==> src/rtl/necc_pkg.sv <==
package necc_pkg;

    // Geometry of one protected chunk and its code
    localparam int CODE_W      = 24;                 // three code bytes
    localparam int SIG_W       = 28;                 // significant unpacked bits
    localparam int BITPOS_W    = 3;                  // bit index within a byte
    localparam int MASK_W      = 1 << BITPOS_W;      // byte width
    localparam int BYTE_W      = 9;                  // byte index within 512
    localparam int BITPOS_LO   = 16;                 // syndrome field start
    localparam int BYTE_LO     = BITPOS_LO + BITPOS_W;
    localparam int CNT_W       = $clog2(SIG_W + 1);
    localparam int CORR_WEIGHT = 12;                 // single data-bit signature
    localparam int CODE_BAD_WEIGHT = 1;

    // Unpacked form of an all-ones stored code
    localparam logic [SIG_W-1:0] BLANK_STORED = 28'hFFF_0FFF;

    typedef enum logic [2:0] {
        RES_CLEAN    = 3'd0,
        RES_FIXED    = 3'd1,
        RES_CODE_BAD = 3'd2,
        RES_MULTI    = 3'd3,
        RES_BLANK    = 3'd4
    } res_e;

    typedef struct packed {
        logic                 done;
        res_e                 status;
        logic                 fix_valid;
        logic [BYTE_W-1:0]    fix_byte;
        logic [MASK_W-1:0]    fix_mask;
    } state_t;

endpackage

==> src/rtl/necc_unpack.sv <==
module necc_unpack
    import necc_pkg::*;
(
    input  logic [CODE_W-1:0] code,
    output logic [SIG_W-1:0]  word
);
    logic [7:0] b0, b1, b2;

    always_comb begin
        b0 = code[7:0];
        b1 = code[15:8];
        b2 = code[23:16];
        // bits 27:24 <- b2 high nibble, 23:16 <- b1,
        // 15:12 zero, 11:8 <- b2 low nibble, 7:0 <- b0
        word = {b2[7:4], b1, 4'h0, b2[3:0], b0};
    end
endmodule

==> src/rtl/necc_popcount.sv <==
module necc_popcount #(
    parameter int W  = 28,
    parameter int CW = $clog2(W + 1)
) (
    input  logic [W-1:0]  din,
    output logic [CW-1:0] cnt
);
    logic [CW-1:0] acc [0:W];

    assign acc[0] = '0;

    generate
        for (genvar g = 0; g < W; g++) begin : g_sum
            assign acc[g+1] = acc[g] + CW'(din[g]);
        end
    endgenerate

    assign cnt = acc[W];
endmodule

==> src/rtl/necc_classify.sv <==
module necc_classify
    import necc_pkg::*;
(
    input  logic [SIG_W-1:0]  stored_w,
    input  logic [SIG_W-1:0]  calc_w,
    input  logic [SIG_W-1:0]  syn,
    input  logic [CNT_W-1:0]  weight,
    output res_e              status,
    output logic              fix_valid,
    output logic [BYTE_W-1:0] fix_byte,
    output logic [MASK_W-1:0] fix_mask
);
    logic [BITPOS_W-1:0] bitpos;
    logic [MASK_W-1:0]   onehot;
    logic                is_blank;

    assign bitpos   = syn[BITPOS_LO +: BITPOS_W];
    assign is_blank = (stored_w == BLANK_STORED) && (calc_w == '0);

    generate
        for (genvar g = 0; g < MASK_W; g++) begin : g_mask
            assign onehot[g] = (bitpos == BITPOS_W'(g));
        end
    endgenerate

    always_comb begin
        status    = RES_MULTI;
        fix_valid = 1'b0;
        fix_byte  = '0;
        fix_mask  = '0;
        if (syn == '0) begin
            status = RES_CLEAN;
        end else if (weight == CNT_W'(CORR_WEIGHT)) begin
            status    = RES_FIXED;
            fix_valid = 1'b1;
            fix_byte  = syn[BYTE_LO +: BYTE_W];
            fix_mask  = onehot;
        end else if (weight == CNT_W'(CODE_BAD_WEIGHT)) begin
            status = RES_CODE_BAD;
        end else if (is_blank) begin
            status = RES_BLANK;
        end
    end
endmodule

==> src/rtl/nand_ecc_syndrome_check.sv <==
module nand_ecc_syndrome_check
    import necc_pkg::*;
(
    input  logic              clk,
    input  logic              rst,
    input  logic              start,
    input  logic [23:0]       stored_code,
    input  logic [23:0]       calc_code,
    output logic              done,
    output logic [2:0]        status,
    output logic              fix_valid,
    output logic [8:0]        fix_byte,
    output logic [7:0]        fix_mask
);
    logic [SIG_W-1:0]  stored_w, calc_w, syn;
    logic [CNT_W-1:0]  weight;
    res_e              cls_status;
    logic              cls_fix_valid;
    logic [BYTE_W-1:0] cls_fix_byte;
    logic [MASK_W-1:0] cls_fix_mask;

    state_t st_d, st_q;

    necc_unpack u_unp_stored (.code(stored_code), .word(stored_w));
    necc_unpack u_unp_calc   (.code(calc_code),   .word(calc_w));

    assign syn = stored_w ^ calc_w;

    necc_popcount #(.W(SIG_W), .CW(CNT_W)) u_pop (
        .din (syn),
        .cnt (weight)
    );

    necc_classify u_cls (
        .stored_w  (stored_w),
        .calc_w    (calc_w),
        .syn       (syn),
        .weight    (weight),
        .status    (cls_status),
        .fix_valid (cls_fix_valid),
        .fix_byte  (cls_fix_byte),
        .fix_mask  (cls_fix_mask)
    );

    always_comb begin
        st_d      = st_q;
        st_d.done = start;
        if (start) begin
            st_d.status    = cls_status;
            st_d.fix_valid = cls_fix_valid;
            st_d.fix_byte  = cls_fix_byte;
            st_d.fix_mask  = cls_fix_mask;
        end
    end

    always_ff @(posedge clk) begin
        if (rst) st_q <= '0;
        else     st_q <= st_d;
    end

    assign done      = st_q.done;
    assign status    = st_q.status;
    assign fix_valid = st_q.fix_valid;
    assign fix_byte  = st_q.fix_byte;
    assign fix_mask  = st_q.fix_mask;

    // ---------------- assertions ----------------
    assert_done_after_start_R2: assert property (@(posedge clk) disable iff (rst)
        start |=> done);

    assert_done_single_R2: assert property (@(posedge clk) disable iff (rst)
        !start |=> !done);

    assert_hold_R3: assert property (@(posedge clk) disable iff (rst)
        !start |=> ($stable(status) && $stable(fix_valid)
                    && $stable(fix_byte) && $stable(fix_mask)));

    assert_clean_R5: assert property (@(posedge clk) disable iff (rst)
        (start && stored_code == calc_code) |=> (status == RES_CLEAN && !fix_valid));

    assert_fix_weight_R6: assert property (@(posedge clk) disable iff (rst)
        (start && weight == CNT_W'(CORR_WEIGHT)) |=> (fix_valid && status == RES_FIXED));

    assert_fix_onehot_R6: assert property (@(posedge clk) disable iff (rst)
        fix_valid |-> ($countones(fix_mask) == 1));

    assert_code_bad_R7: assert property (@(posedge clk) disable iff (rst)
        (start && $countones(stored_code ^ calc_code) == 1)
            |=> (status == RES_CODE_BAD && !fix_valid));

    assert_blank_R9: assert property (@(posedge clk) disable iff (rst)
        (start && stored_code == 24'hFFFFFF && calc_code == 24'h000000)
            |=> (status == RES_BLANK && !fix_valid));

    assert_status_legal_R11: assert property (@(posedge clk) disable iff (rst)
        status <= 3'd4);

    assert_idle_zero_R11: assert property (@(posedge clk) disable iff (rst)
        !fix_valid |-> (fix_byte == '0 && fix_mask == '0));
endmodule

==> config.mk <==
export PLATFORM = sky130hd
export DESIGN_NAME = nand_ecc_syndrome_check
export DESIGN_NICKNAME = d
export VERILOG_FILES = /design/src/rtl/necc_pkg.sv /design/src/rtl/necc_unpack.sv /design/src/rtl/necc_popcount.sv /design/src/rtl/necc_classify.sv /design/src/rtl/nand_ecc_syndrome_check.sv
export SDC_FILE = /design/constraint.sdc
export NUM_CORES = 1
export LEC_CHECK = 0
export BUFFER_PORTS_ARGS = -buffer_cell sky130_fd_sc_hd__buf_2
export CAP_MARGIN = 20
export CORE_ASPECT_RATIO = 1.1
export CORE_MARGIN = 2
export CORE_UTILIZATION = 49
export DETAILED_ROUTE_END_ITERATION = 8
export GPL_TIMING_DRIVEN = 0
export PLACE_DENSITY = 0.81
export SYNTH_ARGS = -nofsm -noshare
export SYNTH_HDL_FRONTEND = slang
export SYNTH_SLANG_ARGS = --single-unit
==> constraint.sdc <==
create_clock -name clk -period 6.1 [get_ports clk]
set_input_delay 0.61 -clock clk [delete_from_list [all_inputs] [get_ports clk]]
set_output_delay 0.61 -clock clk [all_outputs]
set_load 0.05 [all_outputs]
==> summary.txt, run 1 <==
Run status
  • Status: finished clean

Critical path
  • CP Max Fanout: 6
  • Startpoint type of the worst setup path: primary input
  • Worst EP required: 6260 ps
  • Worst path arrival time: 5730 ps
  • Worst flop-to-flop path startpoint: status[1]
  • Critical Path Start: calc_code[9]
  • Setup crit end kind: flop
  • Setup CP Type: in -> reg

Clocking
  • CTS Buffer Depth: 2
  • # Post-CTS Setup Buffers: 0
  • Clock Latency Late Sink: approximately 260 ps
  • Max H-tree Level: 1
  • Clk pin slew, worst setup/hold paths: around 70 ps
  • Hold Buf Count CTS: 0
  • Post-CTS Resized: 0
  • Clock sink count: 22
  • TritonCTS clock tree: built
  • Clk root buf: clkbuf_8
  • Num CTS Buffers: 3

GRT
  • First-pass GRT wire length: 7.258 mm
  • Vias in the first global route: 1676
  • Grt ovf: 0
  • Pin count of the biggest net entering global routing: 12
  • Initial antenna violation count: 0
  • Global Route Usage Sum: 0.2187

Timing
  • Final setup margin: 531.0 ps
  • Final Hold Viols: 0
  • Period utilization: 0.9129
  • FMAX: 0.1796 GHz
  • Worst slew pin tran: between 500 and 600 ps
  • Setup Skew: 0 ps
  • Normalized max-slew margin: 0.6400
  • Final Slew Violations: 0
  • Setup TNS: 0 ps
  • Final Critical Period: 5569 ps
  • RSZ-0062 raised after global routing: no
  • Final setup fails: 0

Routing
  • Routed WL per cell: ~13 um
  • DRT Pass-1 Iters: 4
  • Vias: between 1500 and 2000
  • Routed Antenna Nets: 0
  • Vias per cell: around 5
  • Final WL: between 4 and 5 mm
  • DRC errors left: 0
  • First DRT Iteration DRCs: between 50 and 60

Floorplanning
  • DIE HEIGHT: between 60 and 70 um
  • Initial Utilization: 0.5090
  • IO Count: 73
  • Die width: 62.52 um
  • Number of cell rows: 23
  • Area of the die: 0.004274 mm^2
  • Core Box Area: roughly 0.0036 mm^2

Power and ir drop
  • Maximum vdd drop: 0.4204 mV
  • P per Cell Area: 533.0 mW/mm^2
  • Leak: roughly 1.1 nW

Cells and area
  • Commonest non-fill, non-tap cell in the layout: buf_2
  • Fill cells: roughly 310
  • Share of layout cells above drive strength 1: 0.3569
  • Util after Layout: 0.6370
  • Most frequent cells in the layout: 72 x buf_2, 31 x nand2_1, 22 x inv_1, 22 x dfxtp_1, 21 x xnor2_1
  • Area delta synth->final: 25.15%
  • Cell area after layout: ~0.0023 mm^2
  • Net count reported at finish: 348
  • Ant diodes: 0

Hold path
  • Hold Crit Start: fix_byte[3]
  • Min-Delay Path Class: reg -> reg

Synth
  • Post-synth EDFFs: 0
  • Sequential share of the synthesized area: 0.2386
  • Post-synth net total: 271
  • Syn Area/Cell: 9.513 um^2
  • Top cell type's share of synthesized area: 0.2386
  • Yosys cell types: 37
  • Post-synth design cell area: between 0.0015 and 0.002 mm^2
  • Area contributors post-synth: dfxtp_1 24%, fa_1 18%, xnor2_1 10%
  • Area leader, netlist: dfxtp_1
  • Post-Synthesis Cells: approximately 190
  • YS warnings: 0
  • Synth async-reset ratio: 0
  • Synthesized flop and latch total: 22
  • Post-synth top flop: dfxtp_1

Place
  • RePlAce Congestion: slightly above 0.9
  • Post-DP Area: between 0.002 and 0.0025 mm^2
  • Hpwl dp: about 3.8 mm
  • Port buffer count: 72
  • Setup WS pre-CTS: roughly 270 ps

Run
  • Max-cap violation count: 0
==> cells in the mapped netlist (3+ instances only) <==
cell type and count:
and4bb_2 3, dfxtp_1 22, fa_1 17, ha_1 9, inv_1 22, nand2_1 31, nand3_1 4, nand4_1 6
nor2_1 3, nor2b_1 4, nor4bb_1 5, o21ai_0 7, o21ai_2 8, xnor2_1 21
==> kinds of logic (layout without fill, tap and decap cells) <==
logic type / after synthesis / in the layout / share of synthesized area
simple gates: 70 / 70 / 0.2258
compound gates: 24 / 24 / 0.09288
xor+xnor: 26 / 26 / 0.1356
fa+ha+maj: 26 / 26 / 0.2454
buf+inv: 26 / 101 / 0.06170
flops: 22 / 22 / 0.2386
==> per-stage QoR <==
step / hold WS, ps / power [mW] / cells
floorplan: 663.1 / 0.9671 / 194
CTS: 447.7 / 1.245 / 319
detailed placement: 435.4 / 1.152 / 316
global placement: 428.9 / 1.124 / 316
global route: 472.5 / 1.381 / 319
finish: 445.3 / 1.231 / 319
==> critical path: stages <==
cell and delay (ps):
buf_2 130, xor2_2 280, inv_2 130, fa_1 560
inv_1 60, fa_1 500, inv_1 50, fa_1 460
fa_1 520, fa_1 520, fa_1 470, fa_1 500
and3b_1 200, or4b_4 480, a32o_1 250
==> routing by layer <==
| layer | global-route usage | wire length, um | vias up |
|---|---|---|---|
| met5 | 0 | 0 | - |
| met4 | 0.09167 | 93 | 0 |
| met3 | 0.02796 | 229 | 7 |
| met2 | 0.4220 | 2168 | 55 |
| met1 | 0.2477 | 1756 | 722 |
| li1 | - | - | 805 |
==> power breakdown <==
group	internal [mW]	total, mW	switching, mW
sequential	0.177	0.191	0.0144
clock	0.0441	0.0878	0.0437
combinational	0.396	0.952	0.556
total	0.617	1.23	0.614
==> area by class of cell <==
type / count / area (um^2) / share of cell area
flip-flops and latches: 22 / 440.4 / 0.1907
well taps: 50 / 62.56 / 0.02709
multi-input cells: 146 / 1291 / 0.5590
repair buffers: 72 / 360.3 / 0.1560
clock buffers: 3 / 41.29 / 0.01788
plain buffers: 3 / 27.53 / 0.01192
inverters: 23 / 86.33 / 0.03738
==> registers in the layout, indices dropped and copies added (netlist names) <==
register / flops
fix_mask: 8
done: 1
fix_byte: 9
fix_valid: 1
status: 3
==> worst paths after layout <==
check / end / slack, ps / cells past startpoint
setup / recovery: status[2] / 530 / 15
hold / removal: fix_byte[3] / 450 / 2
setup reg to reg: status[1] / 5490 / 1
hold reg to reg: fix_byte[3] / 450 / 2
(Power assumes the default switching activity.)
==> run 2, diff against run 1 <==
CORE_MARGIN = 3   (was 2)
clock period = 6.4 ns   (was 6.1 ns; I/O delays follow)
==> summary.txt, run 2 (synthesis results as in run 1) <==
GRT
  • Grt ovf: 0
  • Global Route Usage Sum: 0.1899
  • Initial antenna violation count: 0
  • Pin count of the biggest net entering global routing: 13
  • First-pass GRT wire length: around 6.9 mm
  • Vias in the first global route: 1580

Clocking
  • TritonCTS clock tree: built
  • Clock Latency Late Sink: approximately 300 ps
  • Hold Buf Count CTS: 0
  • CTS Buffer Depth: 2
  • Num CTS Buffers: 3
  • Clk root buf: clkbuf_4
  • # Post-CTS Setup Buffers: 0
  • Max H-tree Level: 1
  • Clk pin slew, worst setup/hold paths: between 100 and 150 ps
  • Post-CTS Resized: 0
  • Clock sink count: 22

Timing
  • Setup TNS: 0 ps
  • Worst slew pin tran: approximately 560 ps
  • FMAX: 0.1817 GHz
  • Normalized max-slew margin: 0.6256
  • RSZ-0062 raised after global routing: no
  • Period utilization: 0.8599
  • Final setup margin: 896.4 ps
  • Setup Skew: 0 ps
  • Final Hold Viols: 0
  • Final Slew Violations: 0
  • Final setup fails: 0
  • Final Critical Period: 5504 ps

Hold path
  • Min-Delay Path Class: reg -> reg
  • WHS Path Cells: 2

Power and ir drop
  • Maximum vdd drop: about 0.45 mV
  • PnR Total Power: 1.154 mW
  • Leak: 1.078 nW
  • P per Cell Area: 501.4 mW/mm^2

Critical path
  • Worst EP required: about 6600 ps
  • Top delay family on crit path: adder cells
  • FF-to-FF path depth: 1
  • CP max stage cell: fa_1
  • Startpoint type of the worst setup path: primary input
  • Critical-path cell list: buf_2 > xor2_2 > inv_2 > fa_1 > inv_1 > fa_1 > inv_1 > fa_1 > fa_1 > fa_1 > fa_1 > fa_1 > and3b_1 > or4b_4 > a32o_1
  • Worst path max stage delay: 560 ps
  • CP Depth: 15
  • Crit-path most repeated cell: fa_1
  • CP Max Fanout: 6
  • Critical Path Start: calc_code[9]
  • Crit path buf inv count: 4
  • Setup crit end kind: flop
  • Worst flop-to-flop path startpoint: status[1]
  • Reg2reg end: status[1]
  • Worst setup path endpoint: status[2]
  • Worst path arrival time: ~5700 ps
  • Setup CP Type: in -> reg
  • R2R Setup Slk: just under 6000 ps

Routing
  • Routed WL per cell: approximately 14 um
  • DRC errors left: 0
  • Vias per cell: around 5.1
  • Vias: between 1500 and 2000
  • Final WL: 4.293 mm
  • DRT Pass-1 Iters: 6
  • First DRT Iteration DRCs: 69
  • Routed Antenna Nets: 0

Cells and area
  • Ant diodes: 0
  • Max reg flops: 9
  • Share of layout cells above drive strength 1: 0.3593
  • Commonest non-fill, non-tap cell in the layout: buf_2
  • Most frequent cells in the layout: 72 x buf_2, 31 x nand2_1, 22 x inv_1, 22 x dfxtp_1, 21 x xnor2_1
  • Area delta synth->final: 24.75%
  • Net count reported at finish: about 350

Run
  • Max-cap violation count: 0

Floorplanning
  • Initial Utilization: 0.5321
  • Core Box Area: around 0.0035 mm^2
  • IO Count: 73
  • Number of cell rows: 22
  • DIE HEIGHT: 70.37 um
  • Die width: about 65 um
  • Area of the die: roughly 0.0045 mm^2

Place
  • Setup WS pre-CTS: around 570 ps
  • Port buffer count: 72
  • RePlAce Congestion: roughly 0.86
  • Hpwl dp: just under 4 mm

Run status
  • Status: finished clean
## run 2: area by class of cell
type	count	area (um^2)
buffer	3	27.53
clock buffer	4	36.28
fill	327	1166
inverter	23	86.33
multi-input combinational	146	1291
sequential	22	440.4
tap	48	60.06
timing repair buffer	72	360.3
## run 2: worst min-delay path, cell delays in order (launching register included)
cell	delay [ps]
dfxtp_1	330
nand2_1	60
o21ai_2	40
## run 2: how the worst min path moves through the flow
stage	endpoint	from
6_report	fix_byte[7]	fix_byte[7]
5_1_grt	fix_mask[1]	fix_mask[1]
4_1_cts	fix_byte[5]	fix_byte[5]
3_5_place_dp	fix_byte[5]	fix_byte[5]
3_3_place_gp	fix_mask[3]	fix_mask[3]
2_1_floorplan	fix_byte[1]	fix_byte[1]
## run 2: through the flow
stage | utilization | hold WS (ps) | cells | area (um^2)
after floorplan | - | 663.1 | 194 | 1846
final | 0.6638 | 459.1 | 318 | 2302
after detailed placement | 0.6533 | 436.2 | 314 | 2266
after CTS | 0.6638 | 462.3 | 318 | 2302
after global placement | 0.6533 | 431.5 | 314 | 2266
after global routing | 0.6638 | 476.5 | 318 | 2302
## run 2: where the power goes
part | internal (mW) | switching (mW)
clock network | 0.0347 | 0.0419
logic | 0.376 | 0.519
registers | 0.168 | 0.0143
## run 2: routing by layer
metal / global-route usage / vias up / share of wire
met3: 0.02090 / 6 / 0.074
met2: 0.3383 / 68 / 0.51
met5: 0 / - / 0
li1: - / 804 / -
met1: 0.2400 / 756 / 0.40
met4: 0.05164 / 0 / 0.012
==> run 3, diff against run 2 <==
PLACE_DENSITY = 0.85   (was 0.81)
==> summary.txt, run 3 (synthesis results as in run 1) <==
Place
  • Hpwl dp: around 3.9 mm
  • RePlAce Congestion: 0.9152
  • Dpl cells: between 300 and 400
  • Port buffer count: 72

Routing
  • Routed Antenna Nets: 0
  • Vias: about 1600
  • First DRT Iteration DRCs: 85
  • Vias per cell: about 5
  • Routed WL per cell: ~14 um
  • Final WL: 4.329 mm
  • DRT Pass-1 Iters: 4
  • DRC errors left: 0

Cells and area
  • Finished Layout Cells: 317
  • Share of layout cells above drive strength 1: 0.3569
  • Ant diodes: 0
  • Area delta synth->final: 24.00%
  • Util after Layout: 0.6598
  • Fill cells: between 300 and 400
  • Max reg flops: 9
  • Net count reported at finish: 348
  • Most frequent cells in the layout: 72 x buf_2, 31 x nand2_1, 22 x inv_1, 22 x dfxtp_1, 21 x xnor2_1
  • Commonest non-fill, non-tap cell in the layout: buf_2

Clocking
  • Clk root buf: clkbuf_4
  • # Post-CTS Setup Buffers: 0
  • Hold Buf Count CTS: 0
  • Num CTS Buffers: 3
  • CTS Buffer Depth: 2
  • Post-CTS Resized: 0
  • Max H-tree Level: 1
  • Clk pin slew, worst setup/hold paths: ~120 ps
  • Clock sink count: 22
  • TritonCTS clock tree: built
  • Clock Latency Late Sink: slightly above 300 ps

Critical path
  • Worst EP required: 6620 ps
  • CP Max Fanout: 6
  • Crit-path most repeated cell: fa_1
  • Worst path max stage delay: 550 ps
  • Critical-path cell list: buf_2 > xor2_2 > inv_2 > fa_1 > inv_1 > fa_1 > inv_1 > fa_1 > fa_1 > fa_1 > fa_1 > fa_1 > and3b_1 > or4b_4 > a32o_1
  • Worst path arrival time: between 5000 and 6000 ps
  • CP max stage cell: fa_1
  • Setup crit end kind: flop
  • Startpoint type of the worst setup path: primary input
  • Setup CP Type: in -> reg

Timing
  • Period utilization: 0.8596
  • RSZ-0062 raised after global routing: no
  • Final Slew Violations: 0
  • Setup Skew: 0 ps
  • Final setup fails: 0
  • WHS: 454.5 ps
  • Normalized max-slew margin: 0.5928
  • Setup TNS: 0 ps
  • FMAX: ~0.18 GHz
  • Final Critical Period: 5502 ps
  • Final Hold Viols: 0
  • Worst slew pin tran: between 600 and 700 ps

GRT
  • Global Route Usage Sum: 0.1991
  • Grt ovf: 0
  • Vias in the first global route: 1683
  • Initial antenna violation count: 0
  • Pin count of the biggest net entering global routing: 12
  • First-pass GRT wire length: 7.231 mm

Floorplanning
  • Core Box Area: roughly 0.0035 mm^2
  • Die width: 64.52 um
  • IO Count: 73
  • Area of the die: 0.004540 mm^2
  • DIE HEIGHT: between 70 and 80 um
  • Number of cell rows: 22
  • Initial Utilization: 0.5321

Hold path
  • Min-Delay Path Class: reg -> reg

Power and ir drop
  • Maximum vdd drop: roughly 0.35 mV
  • P per Cell Area: between 500 and 600 mW/mm^2
  • Leak: approximately 1.1 nW

Run
  • Max-cap violation count: 0

Run status
  • Status: finished clean
## run 3: cell count changes in the layout (fill, tap and decap cells not counted)
cell	change
clkbuf_8	-1
## run 3: through the flow
stage / instance area, um^2 / power (mW) / worst slack, ps
6_report: 2288 / 1.157 / 898.5
5_1_grt: 2288 / 1.266 / 726.7
4_1_cts: 2288 / 1.171 / 884.6
3_5_place_dp: 2266 / 1.110 / 576.4
3_3_place_gp: 2266 / 1.061 / 619.0
2_1_floorplan: 1846 / 0.9217 / 930.1
## run 3: worst paths after layout
path,cells after the start,startpoint,slack (ps),to
worst min register to register,2,fix_byte[1],450,fix_byte[1]
worst max-delay path,15,calc_code[9],900,status[2]
worst max register to register,1,status[1],5770,status[1]
worst min-delay path,2,fix_byte[1],450,fix_byte[1]
## run 3: worst max-delay path: cells and delay by family
| kind | cells | cell delay [ps] |
|---|---|---|
| compound gates | 1 | 260 |
| xor+xnor | 1 | 270 |
| fa+ha+maj | 7 | 3520 |
| buf+inv | 4 | 350 |
| simple gates | 2 | 660 |
## run 3: area by class of cell
class / instances / area [um^2] / share of cell area
tap: 48 / 60.06 / 0.02624
buffer: 3 / 27.53 / 0.01203
sequential: 22 / 440.4 / 0.1925
clock buffer: 3 / 22.52 / 0.009841
timing repair buffer: 72 / 360.3 / 0.1575
inverter: 23 / 86.33 / 0.03773
multi-input combinational: 146 / 1291 / 0.5642
## run 3: report_power, final
group / internal, mW / switching, mW
Combinational: 0.376 / 0.536
Sequential: 0.168 / 0.0139
Clock: 0.0220 / 0.0414
## run 3: per-layer routing
metal / wire, um / vias up / track usage
li1: - / 801 / -
met1: 1635 / 745 / 0.2306
met2: 2298 / 68 / 0.3681
met3: 310 / 9 / 0.02572
met4: 85 / 0 / 0.07042
met5: 0 / - / 0
